$ cat src/rtl/rtr_pkg.sv
package rtr_pkg;
  localparam int NPORT    = 3;
  localparam int PRIO_W   = 4;
  localparam int PSEL_W   = 2;
  localparam int MAP_ENTS = 64;
  localparam logic [PRIO_W-1:0] PRIO_CEIL = '1;

  typedef logic [PSEL_W-1:0] psel_t;
  typedef logic [PRIO_W-1:0] prio_t;

  // destination d prefers port d mod 3
  function automatic logic [2*MAP_ENTS-1:0] mod3_map();
    logic [2*MAP_ENTS-1:0] m;
    m = '0;
    for (int d = 0; d < MAP_ENTS; d++) m[2*d +: 2] = PSEL_W'(d % NPORT);
    return m;
  endfunction
endpackage

$ cat src/rtl/rtr_rank.sv
// Orders inputs: valid before invalid, higher priority first, lower index on ties.
module rtr_rank
  import rtr_pkg::*;
(
  input  logic [NPORT-1:0]             vld,
  input  prio_t [NPORT-1:0]            prio,
  output psel_t [NPORT-1:0]            order
);
  logic [NPORT-1:0][NPORT-1:0] beats;  // beats[i][j]: input i ranks above input j
  psel_t [NPORT-1:0] rank;

  for (genvar i = 0; i < NPORT; i++) begin : g_row
    for (genvar j = 0; j < NPORT; j++) begin : g_col
      if (i == j) begin : g_self
        assign beats[i][j] = 1'b0;
      end else begin : g_pair
        assign beats[i][j] = vld[i] &&
          (!vld[j] || (prio[i] > prio[j]) || ((prio[i] == prio[j]) && (i < j)));
      end
    end
  end

  always_comb begin
    for (int i = 0; i < NPORT; i++) begin
      rank[i] = '0;
      for (int j = 0; j < NPORT; j++)
        if (j != i && !beats[i][j]) rank[i] = rank[i] + psel_t'(1);
    end
  end

  always_comb begin
    order = '0;
    for (int r = 0; r < NPORT; r++)
      for (int i = 0; i < NPORT; i++)
        if (rank[i] == psel_t'(r)) order[r] = psel_t'(i);
  end
endmodule

$ cat src/rtl/rtr_alloc.sv
// Two-pass port allocation: preferred ports in rank order, then deflections.
module rtr_alloc
  import rtr_pkg::*;
(
  input  logic                         clk,
  input  logic                         rst_n,
  input  logic [NPORT-1:0]             vld,
  input  psel_t [NPORT-1:0]            pref,
  input  psel_t [NPORT-1:0]            order,
  output psel_t [NPORT-1:0]            grant,
  output logic [NPORT-1:0]             defl
);
  logic [NPORT-1:0] taken;
  logic [NPORT-1:0] won;
  logic             found;
  psel_t            idx;

  always_comb begin
    taken = '0;
    won   = '0;
    grant = '0;
    defl  = '0;
    found = 1'b0;
    idx   = '0;
    for (int r = 0; r < NPORT; r++) begin
      idx = order[r];
      if (vld[idx] && !taken[pref[idx]]) begin
        taken[pref[idx]] = 1'b1;
        won[idx]         = 1'b1;
        grant[idx]       = pref[idx];
      end
    end
    for (int r = 0; r < NPORT; r++) begin
      idx = order[r];
      if (vld[idx] && !won[idx]) begin
        found     = 1'b0;
        defl[idx] = 1'b1;
        for (int p = 0; p < NPORT; p++) begin
          if (!found && !taken[p]) begin
            grant[idx] = psel_t'(p);
            taken[p]   = 1'b1;
            found      = 1'b1;
          end
        end
      end
    end
  end

  for (genvar p = 0; p < NPORT; p++) begin : g_port_chk
    logic [NPORT-1:0] users;
    for (genvar i = 0; i < NPORT; i++) begin : g_use
      assign users[i] = vld[i] && (grant[i] == psel_t'(p));
    end
    // no output port carries two packets
    a_r2_port_exclusive: assert property (@(posedge clk) disable iff (!rst_n)
      $onehot0(users));
  end

  for (genvar i = 0; i < NPORT; i++) begin : g_defl_chk
    // a deflected packet never leaves on the port it asked for
    a_r7_defl_elsewhere: assert property (@(posedge clk) disable iff (!rst_n)
      (vld[i] && defl[i]) |-> (grant[i] != pref[i]));
  end
endmodule

$ cat src/rtl/rtr_bump.sv
// Saturating priority raise for a deflected packet.
module rtr_bump
  import rtr_pkg::*;
(
  input  prio_t prio_in,
  input  logic  defl,
  output prio_t prio_out
);
  always_comb begin
    if (defl && (prio_in != PRIO_CEIL)) prio_out = prio_in + prio_t'(1);
    else                                prio_out = prio_in;
  end
endmodule

$ cat src/rtl/defl_router3.sv
module defl_router3
  import rtr_pkg::*;
#(
  parameter int DEST_W = 4,
  parameter int PAY_W  = 8,
  parameter logic [2*MAP_ENTS-1:0] ROUTE_MAP = rtr_pkg::mod3_map(),
  localparam int FLIT_W = PAY_W + PRIO_W + DEST_W
) (
  input  logic                            clk,
  input  logic                            rst_n,
  input  logic [NPORT-1:0]                in_vld,
  input  logic [NPORT-1:0][FLIT_W-1:0]    in_flit,
  output logic [NPORT-1:0]                out_vld,
  output logic [NPORT-1:0][FLIT_W-1:0]    out_flit
);
  localparam int PRIO_LSB = DEST_W;

  prio_t [NPORT-1:0] prio_in;
  prio_t [NPORT-1:0] prio_new;
  psel_t [NPORT-1:0] pref;
  psel_t [NPORT-1:0] order;
  psel_t [NPORT-1:0] grant;
  logic  [NPORT-1:0] defl;
  logic  [NPORT-1:0][FLIT_W-1:0] moved;
  logic  [NPORT-1:0]             nxt_vld;
  logic  [NPORT-1:0][FLIT_W-1:0] nxt_flit;

  for (genvar i = 0; i < NPORT; i++) begin : g_in
    logic [DEST_W-1:0] dest;
    assign dest       = in_flit[i][DEST_W-1:0];
    assign prio_in[i] = in_flit[i][PRIO_LSB +: PRIO_W];
    assign pref[i]    = ROUTE_MAP[2*int'(dest) +: 2];

    rtr_bump u_bump (
      .prio_in  (prio_in[i]),
      .defl     (defl[i]),
      .prio_out (prio_new[i])
    );

    always_comb begin
      moved[i] = in_flit[i];
      moved[i][PRIO_LSB +: PRIO_W] = prio_new[i];
    end
  end

  rtr_rank u_rank (
    .vld   (in_vld),
    .prio  (prio_in),
    .order (order)
  );

  rtr_alloc u_alloc (
    .clk   (clk),
    .rst_n (rst_n),
    .vld   (in_vld),
    .pref  (pref),
    .order (order),
    .grant (grant),
    .defl  (defl)
  );

  always_comb begin
    nxt_vld  = '0;
    nxt_flit = '0;
    for (int p = 0; p < NPORT; p++)
      for (int i = 0; i < NPORT; i++)
        if (in_vld[i] && (grant[i] == psel_t'(p))) begin
          nxt_vld[p]  = 1'b1;
          nxt_flit[p] = moved[i];
        end
  end

  always_ff @(posedge clk or negedge rst_n) begin
    if (!rst_n) begin
      out_vld  <= '0;
      out_flit <= '0;
    end else begin
      out_vld  <= nxt_vld;
      out_flit <= nxt_flit;
    end
  end

  // outputs quiet during reset
  a_r1_reset_quiet: assert property (@(posedge clk)
    !rst_n |-> (out_vld == '0));

  // packets are neither lost nor duplicated across the register
  a_r2_conserve: assert property (@(posedge clk) disable iff (!rst_n)
    1'b1 |=> ($countones(out_vld) == $countones($past(in_vld))));

  for (genvar i = 0; i < NPORT; i++) begin : g_rank_chk
    for (genvar j = 0; j < NPORT; j++) begin : g_vs
      if (i != j) begin : g_pair
        // whoever holds a loser's preferred port outranks it
        a_r5_holder_outranks: assert property (@(posedge clk) disable iff (!rst_n)
          (in_vld[i] && defl[i] && in_vld[j] && !defl[j] && (pref[j] == pref[i]))
          |-> ((prio_in[j] > prio_in[i]) || ((prio_in[j] == prio_in[i]) && (j < i))));
      end
    end
  end
endmodule

$ cat config.mk
export PLATFORM = sky130hd
export DESIGN_NAME = defl_router3
export DESIGN_NICKNAME = d
export VERILOG_FILES = /design/src/rtl/rtr_pkg.sv /design/src/rtl/rtr_rank.sv /design/src/rtl/rtr_alloc.sv /design/src/rtl/rtr_bump.sv /design/src/rtl/defl_router3.sv
export SDC_FILE = /design/constraint.sdc
export NUM_CORES = 1
export LEC_CHECK = 0
export BUFFER_PORTS_ARGS = -buffer_cell sky130_fd_sc_hd__buf_4
export CORE_MARGIN = 4
export CORE_UTILIZATION = 43
export CTS_BUF_LIST = sky130_fd_sc_hd__clkbuf_4
export CTS_CLUSTER_SIZE = 40
export DETAILED_ROUTE_END_ITERATION = 10
export GPL_TIMING_DRIVEN = 0
export PLACE_DENSITY = 0.73
export RECOVER_POWER = 25
export SYNTH_ARGS = -nofsm -noshare
export SYNTH_HDL_FRONTEND = slang
export SYNTH_SLANG_ARGS = --single-unit
$ cat constraint.sdc
create_clock -name clk -period 0.8 [get_ports clk]
set_input_delay 0.16 -clock clk [delete_from_list [all_inputs] [get_ports clk]]
set_output_delay 0.16 -clock clk [all_outputs]
set_load 0.1 [all_outputs]
Word level (Yosys, flattened, before mapping). Index checks and enable logic that the tools add are counted.

Register bits after elaboration: 51. Input bits: 53. Output and inout port bits: 51.

Add/sub/neg operators: 5. Order comparisons: 16. Equality and inequality tests: 14. Shift operators: 3. Mux-type cells: 123. Bitwise operators: 31. Reductions and logical operators: 65.

Operators by type and width (number): indexed part select 128 x 6 -> 2 bit (first input constant) (3); two-way mux 16 bit (9); two-way mux 6 bit (21); two-way mux 1 bit (45); bitwise OR 3 bit (12); logical AND 1 bit (34); two-way mux 3 bit (11); bitwise AND 6 bit (4); two-way mux 2 bit (11); logical NOT 1 bit (21); bitwise AND 3 bit (6); binary-select mux 1 bit (select 2 bit) (9); less-than comparator 2 x 3 -> 1 bit (second input constant) (6); NOT 3 bit (6); NOT 6 bit (3); > comparator 4 bit (4); adder 4 x 1 -> 4 bit (second input constant) (3); binary-select mux 2 bit (select 2 bit) (3); bitwise mux 6 bit (2); demux 1 bit (select 2 bit) (6); demux 2 bit (select 2 bit) (3); >= comparator 2 x 1 -> 1 bit (second input constant) (6); two-way mux 4 bit (3); inequality test 4 bit (second input constant) (3); 6 further kinds (23).

Longest topological paths before layout. Gate-level depths: netlist of run 1.

Depth after elaboration: 64. Mapped depth: 26.

Modules after synthesis. A second synthesis of run 1 with hierarchy kept.

Cells, all modules: 571. Area, all modules: 4588.2 sq um.

By module, submodules not included: defl_router3 (instances 1, cells an instance 322, area an instance 2797.7 sq um, sequential area each 1276.2 sq um); rtr_alloc (instances 1, cells an instance 144, area an instance 1009.7 sq um, sequential area each 0.0 sq um); rtr_rank (instances 1, cells an instance 57, area an instance 450.4 sq um, sequential area each 0.0 sq um); rtr_bump (instances 3, cells an instance 16, area an instance 110.1 sq um, sequential area each 0.0 sq um).

Worst setup path after synthesis of run 1. Ideal clock, no wire load.

Path kind: input to register. From: input in_flit[5] (netlist bit). To: register out_flit[7] (netlist bit). Library setup time: 87 ps. Data arrival time: 4640 ps. Path slack: -3927 ps. Stages on the path: 23. Path buffers: 3. Cell sequence: inv_1 > ha_1 > nor2b_1 > o21ai_0 > nand2b_1 > a21oi_1 > a41o_1 > a21oi_1 > ha_1 > clkbuf_1 > o2111ai_1 > o41a_1 > o32a_1 > or3_4 > and4_4 > buf_6 > o211ai_4 > nand4_4 > a21bo_2 > a221oi_4 > buf_6 > nand3_1 > a22oi_1.

RTL lines: from (decl) (line defl_router3.sv:12) `input logic [NPORT-1:0][FLIT_W-1:0] in_flit,`; to (signal assigned) (line defl_router3.sv:79) `out_flit <= nxt_flit;`; to (decl) (line defl_router3.sv:14) `output logic [NPORT-1:0][FLIT_W-1:0] out_flit`.

==> results.py, run 1 <==
metrics = {
    "pwr": {
        "switching_share": 0.534,
        "powerDensity_nw_per_um2": 2780,
        "power_switching_w": 0.0125,
        "pwr-share-comb": 0.758,
        "leakage_nw": 3.43,
        "sequentialPowerShare": 0.191,
        "ir_drop_v": 0.00301,
        "p_int_w": 0.0109,
        "power_frac_clock": 0.051,
    },
    "floorplanning": {
        "die_x_um": 113,
        "die_h_um": 113,
        "fp-row-count": 38,
        "core-area_um2": 10800,
        "dieArea_um2": 12800,
        "initial_core_util": 0.439,
        "pin_count": 104,
    },
    "routing": {
        "routed_wl_mm": 21.6,
        "wl_met1_mm": 7.84,
        "drc": 0,
        "vias": 5966,
        "wl_met2_mm": 10.6,
        "wl_met3_mm": 1.94,
        "top_layer": "met4",
        "first_iter_violations": 576,
        "ant_nets": 0,
        "wl_per_cell_um": 24.2,
        "dr.pass1.iters": 7,
        "vias_per_cell": 6.70,
    },
    "global_routing": {
        "grt_usage": 0.303,
        "grt_pass1_wl_mm": 30.8,
        "grt_max_degree": 52,
        "antenna_found_initial": 0,
        "grt_pass1_vias": 5760,
        "grt_overflow": 0,
    },
    "cts": {
        "h-tree-depth": 2,
        "cts.path.max_buffers": 2,
        "clockRootBuffer": "clkbuf_4",
        "clk_pin_slew_ns": 0.14,
        "cts_tree": "yes",
        "clock-sinks": 51,
        "numCtsBuffers": 5,
    },
    "placed_design": {
        "place_area_um2": 6120,
        "dp_worst_setup_slack_ns": -4.96,
        "dp_hpwl_mm": 13.2,
        "finalWeightedCongestion": 0.919,
        "portBuffers": 100,
    },
    "flow_run": {
        "maxCapViolCount": 0,
    },
    "critical_path": {
        "crit_family": "compound AO/OA/AOI/OAI gates",
        "crit_path_end_kind": "flop",
        "worstPathArrival_ns": 4.88,
        "slowest_delay_ns": 0.46,
        "critPathRequiredTime_ns": 1.10,
        "crit_path_start_kind": "input port",
        "path_cells": "buf_8 > inv_12 > ha_4 > nor2b_1 > o21ai_1 > nand2b_1 > a21oi_1 > a41o_1 > a21oi_4 > ha_4 > nor3_4 > o41a_1 > o32a_1 > or3_4 > and4_4 > o211ai_4 > nand4_4 > a21bo_4 > a221oi_4 > buf_12 > buf_8 > nand3_2 > a31oi_1",
        "crit_path_top_delay_cell": "o41a_1",
        "cp.buffers_inverters": 4,
        "critical_path.max_fanout": 8,
        "critPathKind": "input port to flop",
    },
    "timing": {
        "worst_pin_slew_ns": 0.794,
        "slew_violations": 0,
        "whs_ns": -0.181,
        "max_freq_mhz": 218,
        "finalWorstSetupSlack_ns": -3.78,
        "timing.final.crit_share": 5.72,
        "hold_violations": 51,
        "slew_headroom": 0.469,
        "setup_viol_count_final": 102,
        "period_needed_ns": 4.58,
        "rsz0062_at_grt": "yes",
    },
    "final_layout": {
        "nets": 829,
        "syn_to_final_growth_pct": 77.6,
        "postLayoutCellArea_um2": 8440,
        "fillerInstances": 625,
        "final-seq-area_um2": 1460,
        "final_util": 0.779,
        "multiInputGateArea_um2": 4140,
        "n_antenna_cell": 0,
        "drive_above_1_share": 0.563,
    },
    "synth": {
        "synth_area_leaders": "dfrtp_1 27%, ha_1 6.8%, mux2i_1 4.2%",
        "synth_flop_cell": "dfrtp_1",
        "synth_cell_types": 85,
        "syn_area_um2": 4750,
        "synth_nets": 646,
        "synth_seq_cells": 51,
        "synth.avg_cell_area_um2": 8.39,
        "yosysMostFrequentCell": "dfrtp_1",
        "yosysWarningCount": 0,
        "synth_top_area_cell": "dfrtp_1",
        "synth_edf_count": 0,
        "syn_inst": 567,
        "synth_top_area_share": 0.268,
        "yosys-top-cells-count": "51 x dfrtp_1, 45 x nor2_1, 43 x nand2_1, 41 x inv_1, 34 x nand3_1",
        "synth_seq_area_share": 0.268,
        "async_reset_ff_frac": 1.00,
    },
    "status": {
        "violations": "negative hold slack, negative setup slack",
        "status": "finished with violations",
    },
    "min_path": {
        "hp-class": "input port to async pin",
    },
}
## final timing paths
kind	startpoint	end	slack, ns	cells past startpoint
worst max-delay path	in_flit[5]	out_flit[11]	-3.78	23
worst min-delay path	rst_n	out_flit[43]	-0.18	1
max in group asynchronous	rst_n	out_vld[1]	0.42	1
min in group clk	in_flit[41]	out_flit[25]	0.02	3
## through the flow
stage	setup TNS [ns]	total power [W]	cells	hold WS, ns
after floorplan	-178.27	0.0136	567	-0.136
after global placement	-247.10	0.0163	807	0.205
after detailed placement	-249.25	0.0165	807	0.217
after CTS	-201.86	0.0219	862	-0.201
after global routing	-217.26	0.0240	891	-0.141
final	-209.09	0.0234	891	-0.181
## cell usage in the layout (no fill, tap or decap), drive strengths merged, types with 6 or more instances in the layout
master and instances:
buf 194, dfrtp 51, nor2 45, nand2 43
inv 41, nand3 34, a21oi 30, o21ai 28
ha 26, mux2i 20, clkbuf 17, a31oi 16
a22oi 13, o2111ai 11, o22a 10, nor3 10
a2bb2oi 9, nor2b 9, nand2b 9, o22ai 9
a21o 8, or3b 8, nand3b 6, xnor2 6
mux2 6, nand4 6
## layout make-up
type,instances,share of cell area
plain buffers,27,0.0296
clock buffers,6,0.00533
clock inverters,2,0.000889
inverters,41,0.0206
multi-input cells,444,0.490
flip-flops and latches,51,0.173
well taps,140,0.0207
repair buffers,180,0.259
## timing repair
action | 4_1_cts | 5_1_grt
pin swaps | 85 | 43
buffers inserted | 47 | 27
cloned | 5 | 1
hold endpoints to repair | 51 | 52
endpoints found under the setup margin | 102 | 102
gates resized for setup | 298 | 64
## layer usage
metal,global-route usage,up-vias
met3,0.0412,111
met5,0,-
met1,0.365,2897
met4,0.144,0
met2,0.531,440
li1,-,2518
## cell families after synthesis
family | Yosys count | share of synthesized area
simple gates | 187 | 0.205
flops | 51 | 0.268
buf+inv | 73 | 0.0650
compound gates | 194 | 0.318
xor+xnor | 10 | 0.0184
mux | 26 | 0.0563
fa+ha+maj | 26 | 0.0684
## flip-flops by register name (all words and copies together), names as in the netlist
name / flops
out_flit: 48
out_vld: 3
## power by group through the flow
stage	sequential (W)	combinational, W	clock [W]
2_1_floorplan	0.00967	0.00393	0
3_3_place_gp	0.00405	0.0123	0
3_5_place_dp	0.00409	0.0124	0
4_1_cts	0.00445	0.0163	0.00114
5_1_grt	0.00451	0.0182	0.00128
6_report	0.00447	0.0178	0.00119
(Power assumes the default switching activity.)
==> run 2, diff against run 1 <==
BUFFER_PORTS_ARGS = default   (was -buffer_cell sky130_fd_sc_hd__buf_4)
DONT_BUFFER_PORTS = 1   (was default)
PLACE_DENSITY = default   (was 0.73)
==> results.py, run 2 (synthesis gave the netlist of run 1 again) <==
metrics = {
    "status": {
        "status": "finished with violations",
        "violations": "negative hold slack, negative setup slack",
    },
    "timing": {
        "slew_headroom": 0.409,
        "totalNegativeSetupSlack_ns": -198.09,
        "worst_pin_slew_ns": 0.884,
        "timing.final.crit_share": 5.48,
        "max_freq_mhz": 228,
        "finalWorstSetupSlack_ns": -3.59,
        "setup_viol_count_final": 102,
        "rsz0062_at_grt": "yes",
        "period_needed_ns": 4.39,
        "whs_ns": -0.570,
        "slew_violations": 0,
        "hold_violations": 53,
    },
    "final_layout": {
        "drive_above_1_share": 0.499,
        "n_antenna_cell": 0,
        "largest_reg_flops": 48,
        "layout_commonest_cell": "buf_4",
        "top_regs": "out_flit (48), out_vld (3)",
        "final_cell_mix": "75 x buf_4, 51 x dfrtp_4, 38 x nor2_1, 37 x inv_1, 37 x nand2_1",
        "nets": 778,
        "top_register": "out_flit",
        "syn_to_final_growth_pct": 59.8,
        "fillerInstances": 795,
    },
    "routing": {
        "drc": 0,
        "vias": 5482,
        "routed_wl_mm": 20.0,
        "first_iter_violations": 603,
        "vias_per_cell": 6.53,
        "dr.pass1.iters": 5,
        "wl_per_cell_um": 23.8,
        "ant_nets": 0,
    },
    "critical_path": {
        "crit_path_start_kind": "input port",
        "crit_path_end_kind": "flop",
        "slowest_delay_ns": 0.60,
        "cp.buffers_inverters": 6,
        "crit_path_top_delay_cell": "or4_4",
        "crit_family": "compound AO/OA/AOI/OAI gates",
        "path_cells": "inv_12 > ha_4 > nor2b_4 > o21ai_2 > nand2b_1 > a21oi_2 > a41o_1 > a21oi_4 > ha_4 > buf_12 > o2111ai_2 > nand3_2 > or4_4 > o22ai_4 > nand3_4 > o211ai_4 > nand4_4 > buf_4 > a21oi_2 > o211ai_1 > buf_4 > buf_4 > clkbuf_8 > a31oi_1",
        "critical_path.max_fanout": 10,
        "critPathRequiredTime_ns": 1.12,
        "cp_common_cell": "buf_4",
        "critPathKind": "input port to flop",
        "worstPathArrival_ns": 4.70,
    },
    "pwr": {
        "p_int_w": 0.00843,
        "power_switching_w": 0.0118,
        "ir_drop_v": 0.00208,
        "power_frac_clock": 0.062,
        "sequentialPowerShare": 0.481,
        "powerDensity_nw_per_um2": 2660,
        "pwr-share-comb": 0.456,
        "total_power_w": 0.0202,
        "switching_share": 0.583,
        "leakage_nw": 2.99,
    },
    "floorplanning": {
        "dieArea_um2": 12800,
        "initial_core_util": 0.439,
        "fp-row-count": 38,
        "core-area_um2": 10800,
        "die_h_um": 113,
        "pin_count": 104,
        "die_x_um": 113,
    },
    "cts": {
        "clock-sinks": 51,
        "numCtsBuffers": 5,
        "clk_pin_slew_ns": 0.16,
        "clockRootBuffer": "clkbuf_4",
        "cts_tree": "yes",
        "h-tree-depth": 2,
        "cts.path.max_buffers": 2,
    },
    "placed_design": {
        "dp_worst_setup_slack_ns": -4.88,
        "portBuffers": 0,
        "dp_hpwl_mm": 12.5,
        "finalWeightedCongestion": 0.895,
    },
    "global_routing": {
        "grt_pass1_wl_mm": 28.3,
        "grt_overflow": 0,
        "grt_pass1_vias": 5359,
        "antenna_found_initial": 0,
        "grt_usage": 0.279,
        "grt_max_degree": 52,
    },
    "flow_run": {
        "maxCapViolCount": 0,
    },
    "min_path": {
        "hp-class": "input port to async pin",
    },
}
## run 2: layout make-up
| class | instances | area [um^2] | share of cell area |
|---|---|---|---|
| clock buffers | 6 | 45.0 | 0.00593 |
| flip-flops and latches | 51 | 1470 | 0.193 |
| inverters | 41 | 174 | 0.0229 |
| clock inverters | 2 | 12.5 | 0.00165 |
| well taps | 140 | 175 | 0.0231 |
| repair buffers | 129 | 1200 | 0.157 |
| plain buffers | 27 | 267 | 0.0351 |
| multi-input cells | 444 | 4260 | 0.561 |
## run 2: repair_timing
item | CTS | global route
endpoints found under the setup margin | 102 | 102
pin swaps | 52 | 57
gates cloned | 5 | 3
hold buffers | 31 | 2
resized for setup | 108 | 125
buffers inserted | 51 | 38
hold endpoints to repair | 81 | 53
## run 2: final timing paths
kind | start | cells past startpoint | slack [ns] | end
max in group asynchronous | rst_n | 0 | 1.25 | out_flit[36]
min in group clk | in_flit[15] | 3 | -0.01 | out_flit[31]
setup / recovery | in_flit[5] | 24 | -3.59 | out_flit[10]
hold / removal | rst_n | 0 | -0.57 | out_flit[27]
## run 2: power by group through the flow
stage	Clock (W)	Sequential, W	Combinational, W
5_1_grt	0.00132	0.00980	0.00962
2_1_floorplan	0	0.00967	0.00393
4_1_cts	0.00122	0.00976	0.00708
6_report	0.00126	0.00973	0.00922
3_3_place_gp	0	0.00979	0.00509
3_5_place_dp	0	0.00982	0.00514
## run 2: layer usage
| layer | track usage | share of wire | vias to the layer above |
|---|---|---|---|
| met5 | 0 | 0 | - |
| met4 | 0.154 | 0.054 | 0 |
| met3 | 0.0422 | 0.070 | 86 |
| met2 | 0.470 | 0.49 | 328 |
| met1 | 0.341 | 0.39 | 2661 |
| li1 | - | - | 2407 |
## run 2: metrics by stage
stage | instances | utilization | cell area (um^2)
5_1_grt | 840 | 0.701 | 7600
2_1_floorplan | 567 | - | 5190
3_3_place_gp | 707 | 0.495 | 5370
3_5_place_dp | 707 | 0.495 | 5370
6_report | 840 | 0.701 | 7600
4_1_cts | 797 | 0.613 | 6650
==> run 3, diff against run 2 <==
CTS_BUF_LIST = default   (was sky130_fd_sc_hd__clkbuf_4)
==> results.py, run 3 (synthesis gave the netlist of run 1 again) <==
metrics = {
    "critical_path": {
        "crit_path_end_kind": "flop",
        "crit_path_start_kind": "input port",
        "crit_path_top_delay_cell": "o41a_1",
        "critical_path.max_fanout": 7,
        "critPathKind": "input port to flop",
        "critPathRequiredTime_ns": 1.01,
        "slowest_delay_ns": 0.46,
        "path_cells": "inv_12 > ha_4 > nor2b_1 > o21ai_1 > nand2b_1 > a21oi_2 > a41o_1 > a21oi_2 > ha_4 > nor3_4 > o41a_1 > o32a_1 > or3_4 > and4_4 > o211ai_4 > nand4_4 > buf_4 > a21o_4 > nand4_4 > clkbuf_16 > o22ai_1 > mux2_2",
        "worstPathArrival_ns": 4.67,
    },
    "timing": {
        "period_needed_ns": 4.47,
        "setup_viol_count_final": 102,
        "whs_ns": -0.480,
        "finalWorstSetupSlack_ns": -3.67,
        "slew_headroom": 0.450,
        "totalNegativeSetupSlack_ns": -197.11,
        "hold_violations": 51,
        "timing.final.crit_share": 5.58,
        "max_freq_mhz": 224,
        "rsz0062_at_grt": "yes",
        "slew_violations": 0,
        "worst_pin_slew_ns": 0.823,
    },
    "final_layout": {
        "largest_reg_flops": 48,
        "postLayoutCellArea_um2": 7040,
        "n_antenna_cell": 0,
        "drive_above_1_share": 0.462,
        "final_cell_mix": "63 x buf_4, 51 x dfrtp_4, 40 x nand2_1, 40 x nor2_1, 37 x inv_1",
        "top_register": "out_flit",
        "nets": 740,
        "top_regs": "out_flit (48), out_vld (3)",
        "stdcell_count": 802,
        "syn_to_final_growth_pct": 48.1,
        "layout_commonest_cell": "buf_4",
    },
    "routing": {
        "first_iter_violations": 477,
        "routed_wl_mm": 18.6,
        "wl_per_cell_um": 23.2,
        "vias_per_cell": 6.46,
        "drc": 0,
        "dr.pass1.iters": 5,
        "vias": 5182,
        "ant_nets": 0,
    },
    "cts": {
        "cts_hold_buffers": 18,
        "clock-sinks": 51,
        "numCtsBuffers": 5,
        "cts_tree": "yes",
        "clk_pin_slew_ns": 0.09,
        "cts.path.max_buffers": 2,
        "h-tree-depth": 2,
        "clockRootBuffer": "clkbuf_8",
    },
    "placed_design": {
        "placed_cells": 707,
        "finalWeightedCongestion": 0.895,
        "place_area_um2": 5370,
        "portBuffers": 0,
        "dp_hpwl_mm": 12.5,
    },
    "pwr": {
        "leakage_nw": 2.77,
        "powerDensity_nw_per_um2": 2740,
        "ir_drop_v": 0.00229,
    },
    "floorplanning": {
        "initial_core_util": 0.439,
        "core-area_um2": 10800,
        "die_h_um": 113,
        "pin_count": 104,
        "fp-row-count": 38,
        "dieArea_um2": 12800,
        "die_x_um": 113,
    },
    "status": {
        "violations": "negative hold slack, negative setup slack",
        "status": "finished with violations",
    },
    "min_path": {
        "hp-class": "input port to async pin",
    },
    "global_routing": {
        "grt_overflow": 0,
        "grt_max_degree": 52,
        "antenna_found_initial": 0,
        "grt_pass1_wl_mm": 27.1,
        "grt_pass1_vias": 5082,
        "grt_usage": 0.269,
    },
    "flow_run": {
        "maxCapViolCount": 0,
    },
}
[run 3: cell types whose count changed in the layout (fill, tap and decap cells not counted), moves of 4 or more]
| cell | change |
|---|---|
| clkbuf_4 | -5 |
| a21oi_1 | +4 |
| dlygate4sd3_1 | -15 |
| a21oi_2 | -4 |
| nand3_2 | +4 |
| buf_12 | -4 |
| a22oi_2 | -6 |
| buf_4 | -12 |
| buf_6 | -6 |
| a2bb2oi_1 | +7 |
| a2bb2oi_2 | -7 |
| a22oi_1 | +6 |
[run 3: stage by stage]
stage	setup slack, ns	total power, W	utilization
floorplan	-3.54	0.0136	-
global placement	-4.88	0.0149	0.495
detailed placement	-4.88	0.0150	0.495
CTS	-3.59	0.0179	0.587
global route	-3.79	0.0199	0.650
finish	-3.67	0.0193	0.650
[run 3: final cells by class]
class	instances	area, um^2
well taps	140	175
multi-input cells	444	4110
plain buffers	27	240
inverters	41	171
repair buffers	91	795
clock buffers	6	72.6
clock inverters	2	12.5
flip-flops and latches	51	1470
fillers	873	3800
[run 3: path summary, 6_finish.rpt]
| kind | start | to | slack (ns) | depth (start not counted) |
|---|---|---|---|---|
| setup / recovery | in_flit[5] | out_flit[16] | -3.67 | 22 |
| hold / removal | rst_n | out_vld[2] | -0.48 | 0 |
| max in group asynchronous | rst_n | out_flit[36] | 1.17 | 0 |
| min in group clk | in_flit[13] | out_flit[13] | 0 | 2 |
[run 3: power by group]
part	internal [W]	total, W	switching [W]
clock	0.000613	0.00150	0.000888
sequential	0.00379	0.00973	0.00594
combinational	0.00354	0.00805	0.00451
total	0.00795	0.0193	0.0113
[run 3: worst max-delay path: cells and delay by family]
| kind | cells | cell delay [ns] |
|---|---|---|
| adder cells (fa/ha/maj) | 2 | 0.54 |
| AND/OR/NAND/NOR | 7 | 1.29 |
| AO/OA/AOI/OAI | 9 | 1.99 |
| multiplexers | 1 | 0.26 |
| buffers and inverters | 3 | 0.42 |
[run 3: what timing repair did]
action                     CTS  global route
gates resized for setup     93            93
hold endpoints to repair    78            51
pin swaps                   47            54
buffers inserted            40            29
setup endpoints to repair  102           102
gates cloned                 3             2
[run 3: metal layers]
metal  global-route usage  share of wire  vias to the layer above
met2                0.453           0.49                      265
met4                0.140          0.036                        0
met3               0.0385          0.068                       52
li1                     -              -                     2344
met1                0.334           0.41                     2521
met5                    0              0                        -
